<file path="src/rtl/uv_shutdown_ctrl.sv">
module uv_shutdown_ctrl #(
  parameter int DLY_W      = 4,
  parameter int LVL_W      = 4,
  parameter int STEP_TICKS = 250,
  parameter int WARN_TICKS = 250,
  parameter int CFG_RST    = 0
) (
  input  logic                   clk,
  input  logic                   rst_n,
  input  logic                   tick,
  input  logic                   uv_low,
  input  logic                   chg_det,
  input  logic                   cfg_wr,
  input  logic [DLY_W+LVL_W-1:0] cfg_wdata,
  input  logic                   lock_set,
  input  logic                   flag_clr,
  input  logic                   irq_en,
  output logic [DLY_W+LVL_W-1:0] cfg_q,
  output logic [LVL_W-1:0]       uv_level,
  output logic                   cfg_locked,
  output logic                   cfet_en,
  output logic                   pcfet_en,
  output logic                   dfet_en,
  output logic                   pwr_off,
  output logic                   warn_flag,
  output logic                   irq,
  output logic                   restart
);
  localparam int CFG_W  = DLY_W + LVL_W;
  localparam int MAX_TO = (2 ** DLY_W) * STEP_TICKS;
  localparam int CNT_W  = $clog2(MAX_TO + WARN_TICKS + 1);

  logic [CNT_W-1:0] cnt, cnt_nx, timeout, warnpt;
  logic             off, warned, warn_hit;

  assign timeout  = (CNT_W'(cfg_q[DLY_W-1:0]) + CNT_W'(1)) * CNT_W'(STEP_TICKS);
  assign warnpt   = (timeout > CNT_W'(WARN_TICKS)) ? timeout - CNT_W'(WARN_TICKS) : '0;
  assign cnt_nx   = cnt + CNT_W'(1);
  assign warn_hit = !off && uv_low && tick && !warned && (cnt_nx >= warnpt);

  assign uv_level = cfg_q[CFG_W-1:DLY_W];
  assign cfet_en  = !off;
  assign pcfet_en = !off;
  assign dfet_en  = !off;
  assign pwr_off  = off;
  assign irq      = warn_flag & irq_en;

  always_ff @(posedge clk or negedge rst_n) begin
    if (!rst_n) begin
      cfg_q      <= CFG_W'(CFG_RST);
      cfg_locked <= 1'b0;
      cnt        <= '0;
      off        <= 1'b0;
      warned     <= 1'b0;
      warn_flag  <= 1'b0;
      restart    <= 1'b0;
    end else begin
      restart <= 1'b0;
      if (cfg_wr && !cfg_locked) cfg_q <= cfg_wdata;
      if (lock_set) cfg_locked <= 1'b1;
      if (flag_clr) warn_flag <= 1'b0;
      if (!off) begin
        if (uv_low) begin
          if (tick) begin
            cnt <= cnt_nx;
            if (cnt_nx >= timeout) off <= 1'b1;
          end
          if (warn_hit) begin
            warn_flag <= 1'b1;
            warned    <= 1'b1;
          end
        end else begin
          cnt       <= '0;
          warned    <= 1'b0;
          warn_flag <= 1'b0;
        end
      end else if (chg_det) begin
        off        <= 1'b0;
        restart    <= 1'b1;
        cfg_q      <= CFG_W'(CFG_RST);
        cfg_locked <= 1'b0;
        cnt        <= '0;
        warned     <= 1'b0;
        warn_flag  <= 1'b0;
      end
    end
  end
endmodule

</file>
<file path="config.mk">
export PLATFORM = sky130hd
export DESIGN_NAME = uv_shutdown_ctrl
export DESIGN_NICKNAME = d
export VERILOG_FILES = /design/src/rtl/uv_shutdown_ctrl.sv
export SDC_FILE = /design/constraint.sdc
export NUM_CORES = 1
export LEC_CHECK = 0
export CAP_MARGIN = 20
export CORE_MARGIN = 3
export CORE_UTILIZATION = 45
export CTS_BUF_LIST = sky130_fd_sc_hd__clkbuf_8
export CTS_CLUSTER_SIZE = 28
export DETAILED_ROUTE_END_ITERATION = 10
export PLACE_DENSITY_LB_ADDON = 0.2
export SYNTH_ARGS = -nofsm -noshare
export SYNTH_HDL_FRONTEND = slang
export SYNTH_SLANG_ARGS = --single-unit
</file>
<file path="constraint.sdc">
create_clock -name clk -period 6 [get_ports clk]
set_input_delay 0.9 -clock clk [delete_from_list [all_inputs] [get_ports clk]]
set_output_delay 0.9 -clock clk [all_outputs]
set_load 0.02 [all_outputs]
</file>
==> impl_metrics.xml <==
<?xml version="1.0" encoding="UTF-8"?>
<metrics>
  <group name="clocking">
    <metric name="cts_tree" unit="">yes</metric>
    <metric name="cts_made_buffers" unit="">3</metric>
    <metric name="htree_num_levels" unit="">1</metric>
    <metric name="numClockSinks" unit="">26</metric>
    <metric name="clkTransAtPathRegs" unit="ps">100</metric>
    <metric name="clock_path_buffers" unit="">2</metric>
    <metric name="cts.root.buffer_cell" unit="">sky130_fd_sc_hd__clkbuf_8</metric>
    <metric name="insertion_delay" unit="ps">280</metric>
  </group>
  <group name="route">
    <metric name="drt-wirelength-per-cell" unit="microns">14.8</metric>
    <metric name="detail-route-antenna-nets" unit="">0</metric>
    <metric name="route.vias.total" unit="">2553</metric>
    <metric name="via_per_inst" unit="">5.60</metric>
    <metric name="drt_wl_total" unit="microns">6730</metric>
    <metric name="drt-pass1-iter-count" unit="">4</metric>
    <metric name="post_detailed_route_drc_marker_count" unit="">0</metric>
    <metric name="first_iter_violations" unit="">147</metric>
  </group>
  <group name="timing">
    <metric name="worst_hold_slack" unit="ps">526</metric>
    <metric name="post-route-period-util" unit="%">94.8</metric>
    <metric name="finalMaxSlewViolations" unit="">0</metric>
    <metric name="timing_hold_violations_final" unit="">0</metric>
    <metric name="rsz0062_at_grt" unit="">false</metric>
    <metric name="final.setup_skew" unit="ps">4.36</metric>
    <metric name="slew-limit-headroom" unit="%">53.2</metric>
    <metric name="timing.final.setup_violations" unit="">0</metric>
    <metric name="final.min_clock_period" unit="ps">5690</metric>
    <metric name="fmaxAchievable" unit="GHz">0.176</metric>
    <metric name="max_slew.worst_pin.slew" unit="ps">697</metric>
    <metric name="final.setup.tns" unit="ps">0</metric>
  </group>
  <group name="setup_path">
    <metric name="ff2ff_setup_slack" unit="ps">310</metric>
    <metric name="arrival" unit="ps">5860</metric>
    <metric name="setup.worst_path.start" unit="">cfg_q[0]$_DFF_PN0_</metric>
    <metric name="start_kind" unit="">flop</metric>
    <metric name="critPathCaptureType" unit="">flop</metric>
    <metric name="r2r_cells" unit="">21</metric>
    <metric name="r2r-start" unit="">cfg_q[0]$_DFF_PN0_</metric>
    <metric name="worst-path-max-fanout" unit="">10</metric>
    <metric name="crit_required" unit="ps">6170</metric>
    <metric name="critical_path_class" unit="">reg -&gt; reg</metric>
    <metric name="worst_reg2reg_path_endpoint" unit="">warn_flag$_DFF_PN0_</metric>
  </group>
  <group name="global_routing">
    <metric name="grt_max_degree" unit="">27</metric>
    <metric name="grt_remaining_overflow" unit="">0</metric>
    <metric name="number_of_antenna_violations_at_the_first_check_in_global_routing" unit="">0</metric>
    <metric name="first_pass_grt_wire_length" unit="microns">11400</metric>
    <metric name="number_of_global_route_vias_before_repair" unit="">2513</metric>
    <metric name="groute.usage.overall" unit="%">18.3</metric>
  </group>
  <group name="logic_synthesis">
    <metric name="ys_async_sr_fraction" unit="%">100</metric>
    <metric name="yosys_warnings" unit="">0</metric>
    <metric name="netlist_area" unit="sq um">3020</metric>
    <metric name="synthAdderAreaFrac" unit="%">25.3</metric>
    <metric name="synth.lib_cells_used.distinct" unit="">55</metric>
    <metric name="synth_fp_nets" unit="">412</metric>
    <metric name="netlist.area_leader.share" unit="%">21.6</metric>
    <metric name="synth.largest_area_cell" unit="">sky130_fd_sc_hd__dfrtp_1</metric>
    <metric name="synth.mux.area_fraction" unit="%">2.99</metric>
    <metric name="edff_count_synth" unit="">0</metric>
    <metric name="synth_seq_area_share" unit="%">21.6</metric>
    <metric name="combinational_family_with_the_most_area_after_synthesis" unit="">adder cells</metric>
    <metric name="dominantRegCellSynth" unit="">sky130_fd_sc_hd__dfrtp_1</metric>
    <metric name="synth-compound-area-share" unit="%">20.1</metric>
    <metric name="postSynthRegisterBits" unit="">26</metric>
    <metric name="synthCells" unit="">340</metric>
    <metric name="synth_xor_area_share" unit="%">7.88</metric>
    <metric name="synth-simple-area-share" unit="%">15.3</metric>
    <metric name="average_size_of_a_mapped_cell" unit="sq um">8.88</metric>
    <metric name="yosys-top-cells-area" unit="">sky130_fd_sc_hd__dfrtp_1, sky130_fd_sc_hd__ha_1, sky130_fd_sc_hd__fa_1</metric>
  </group>
  <group name="layout">
    <metric name="antenna-diode-count" unit="">0</metric>
    <metric name="finish.utilization" unit="%">56.5</metric>
    <metric name="num-fill-cells" unit="">574</metric>
    <metric name="register_area" unit="sq um">652</metric>
    <metric name="layout-drive-gt1-share" unit="%">11.3</metric>
    <metric name="flow.area_growth_from_synthesis" unit="%">20.3</metric>
    <metric name="multi_input_area" unit="sq um">2220</metric>
    <metric name="layout.nets" unit="">452</metric>
  </group>
  <group name="die">
    <metric name="die_x" unit="microns">87.9</metric>
    <metric name="core_area" unit="sq um">6420</metric>
    <metric name="rows" unit="">29</metric>
    <metric name="die_h" unit="microns">87.9</metric>
    <metric name="design.die.area" unit="sq um">7720</metric>
    <metric name="design.portCount" unit="">37</metric>
    <metric name="initial_core_utilization" unit="%">47.0</metric>
  </group>
  <group name="min_path">
    <metric name="worstHoldEndpoint" unit="">cnt[12]$_DFFE_PN0P_</metric>
    <metric name="hold_path_class" unit="">reg -&gt; reg</metric>
    <metric name="timing.hold.worst.start" unit="">cnt[12]$_DFFE_PN0P_</metric>
    <metric name="worstHoldPathCells" unit="">2</metric>
  </group>
  <group name="job">
    <metric name="drv_cap" unit="">0</metric>
  </group>
  <group name="run_status">
    <metric name="status" unit="">completed</metric>
  </group>
  <group name="place">
    <metric name="gpl.final_weighted_congestion" unit="">0.844</metric>
    <metric name="place.port_buffers" unit="">36</metric>
    <metric name="post-dp-hpwl" unit="microns">5420</metric>
  </group>
</metrics>
## stage by stage
stage | worst slack, ps | cells | area (sq um)
2_1_floorplan | 60.3 | 340 | 3020
3_3_place_gp | 164 | 448 | 3470
3_5_place_dp | 20.6 | 448 | 3470
4_1_cts | 46.0 | 452 | 3540
5_1_grt | 6.96 | 456 | 3630
6_report | 312 | 456 | 3630
## placed cells by master, fill, tap and decap left out, types with 3 or more instances in the layout
master,count
sky130_fd_sc_hd__and2_1,4
sky130_fd_sc_hd__and3_1,3
sky130_fd_sc_hd__a21o_1,8
sky130_fd_sc_hd__xor2_1,7
sky130_fd_sc_hd__o21ai_0,29
sky130_fd_sc_hd__o31ai_1,3
sky130_fd_sc_hd__mux2i_1,9
sky130_fd_sc_hd__clkdlybuf4s50_1,36
sky130_fd_sc_hd__a31oi_1,6
sky130_fd_sc_hd__o21a_1,8
sky130_fd_sc_hd__nor3_1,5
sky130_fd_sc_hd__a211oi_1,3
sky130_fd_sc_hd__a21oi_1,6
sky130_fd_sc_hd__or2_2,3
sky130_fd_sc_hd__fa_1,10
sky130_fd_sc_hd__inv_1,34
sky130_fd_sc_hd__nand3_1,6
sky130_fd_sc_hd__ha_1,43
sky130_fd_sc_hd__nor2_1,23
sky130_fd_sc_hd__dfrtp_1,25
sky130_fd_sc_hd__a22o_1,3
sky130_fd_sc_hd__nand4_1,3
sky130_fd_sc_hd__buf_4,13
sky130_fd_sc_hd__xnor2_1,15
sky130_fd_sc_hd__nor2b_1,3
sky130_fd_sc_hd__clkbuf_8,3
sky130_fd_sc_hd__nand2_1,22
## routing by layer
layer	wire, microns	track usage [%]	vias to the layer above
met4	47	3.07	0
met2	3190	30.5	59
li1	-	-	1270
met5	0	0	-
met1	3170	25.2	1217
met3	326	3.48	7
## worst max-delay path, cell delays in order, from the launching register on
cell and delay (ps):
sky130_fd_sc_hd__dfrtp_2 420, sky130_fd_sc_hd__buf_4 210, sky130_fd_sc_hd__inv_1 120, sky130_fd_sc_hd__ha_1 430
sky130_fd_sc_hd__inv_1 200, sky130_fd_sc_hd__fa_1 530, sky130_fd_sc_hd__fa_1 510, sky130_fd_sc_hd__inv_1 40
sky130_fd_sc_hd__ha_1 330, sky130_fd_sc_hd__a21o_1 220, sky130_fd_sc_hd__o31a_1 270, sky130_fd_sc_hd__o32a_1 410
sky130_fd_sc_hd__xnor2_4 260, sky130_fd_sc_hd__nand4_4 150, sky130_fd_sc_hd__o21a_1 200, sky130_fd_sc_hd__ha_1 280
sky130_fd_sc_hd__a21bo_2 190, sky130_fd_sc_hd__a21o_1 170, sky130_fd_sc_hd__a21o_1 160, sky130_fd_sc_hd__a21o_1 170
sky130_fd_sc_hd__a31oi_1 200, sky130_fd_sc_hd__o21ai_0 110
## flip-flops by register name, summed over array words and instances (netlist names)
signal,cells
cnt,13
cfg_locked,1
cfg_q,8
warned,1
pwr_off,1
restart,1
warn_flag,1
## cells in the mapped netlist, types with 2 or more instances
| master | instances |
|---|---|
| sky130_fd_sc_hd__or4_1 | 2 |
| sky130_fd_sc_hd__or2_2 | 3 |
| sky130_fd_sc_hd__nor3b_1 | 2 |
| sky130_fd_sc_hd__nor3_1 | 5 |
| sky130_fd_sc_hd__xnor2_1 | 16 |
| sky130_fd_sc_hd__nor2_1 | 23 |
| sky130_fd_sc_hd__a211oi_1 | 3 |
| sky130_fd_sc_hd__a21oi_1 | 7 |
| sky130_fd_sc_hd__buf_4 | 7 |
| sky130_fd_sc_hd__xor2_1 | 8 |
| sky130_fd_sc_hd__and3_2 | 2 |
| sky130_fd_sc_hd__dfrtp_1 | 26 |
| sky130_fd_sc_hd__o21ai_0 | 29 |
| sky130_fd_sc_hd__and2_1 | 4 |
| sky130_fd_sc_hd__nand4_1 | 3 |
| sky130_fd_sc_hd__o21a_1 | 8 |
| sky130_fd_sc_hd__a22o_1 | 3 |
| sky130_fd_sc_hd__nand2_1 | 23 |
| sky130_fd_sc_hd__mux2i_1 | 9 |
| sky130_fd_sc_hd__nor2b_1 | 3 |
| sky130_fd_sc_hd__a31oi_1 | 6 |
| sky130_fd_sc_hd__and3_1 | 3 |
| sky130_fd_sc_hd__o31ai_1 | 4 |
| sky130_fd_sc_hd__clkbuf_1 | 7 |
| sky130_fd_sc_hd__fa_1 | 10 |
| sky130_fd_sc_hd__or3_1 | 2 |
| sky130_fd_sc_hd__nand2b_1 | 2 |
| sky130_fd_sc_hd__a21bo_2 | 2 |
| sky130_fd_sc_hd__nand3_1 | 7 |
| sky130_fd_sc_hd__ha_1 | 45 |
| sky130_fd_sc_hd__inv_1 | 35 |
| sky130_fd_sc_hd__a21o_1 | 8 |
## repair_timing
action,CTS,global route
hold buffers,0,0
buffers inserted,0,4
pin swaps,0,5
endpoints found under the setup margin,2,3
gates resized for setup,1,10
hold endpoints to repair,0,0
## area by class of cell
type / instances / share of cell area (%)
Clock buffer: 3 / 1.14
Inverter: 35 / 3.62
Multi-Input combinational cell: 265 / 61.2
Timing Repair Buffer: 49 / 12.6
Tap cell: 77 / 2.65
Sequential cell: 26 / 18.0
Clock inverter: 1 / 0.827
## kinds of logic after synthesis
| family | Yosys count |
|---|---|
| DFF | 26 |
| and+or+nand+nor | 89 |
| AOI/OAI and AO/OA | 87 |
| adders and majority gates | 55 |
| buffers and inverters | 49 |
| xor gates and xnor gates | 25 |
| muxes | 9 |
## how the worst max path moves through the flow
stage | to | slack (ps) | cells past startpoint
finish | warn_flag$_DFF_PN0_ | 310 | 21
CTS | warned$_DFFE_PN0P_ | 50 | 23
global placement | warn_flag$_DFF_PN0_ | 160 | 23
floorplan | warn_flag$_DFF_PN0_ | 60 | 23
detailed placement | warned$_DFFE_PN0P_ | 20 | 23
global route | warn_flag$_DFF_PN0_ | 7 | 23
Power is not shown: default switching activity piles up to over one toggle a cycle in this logic, so the estimate is an artifact.
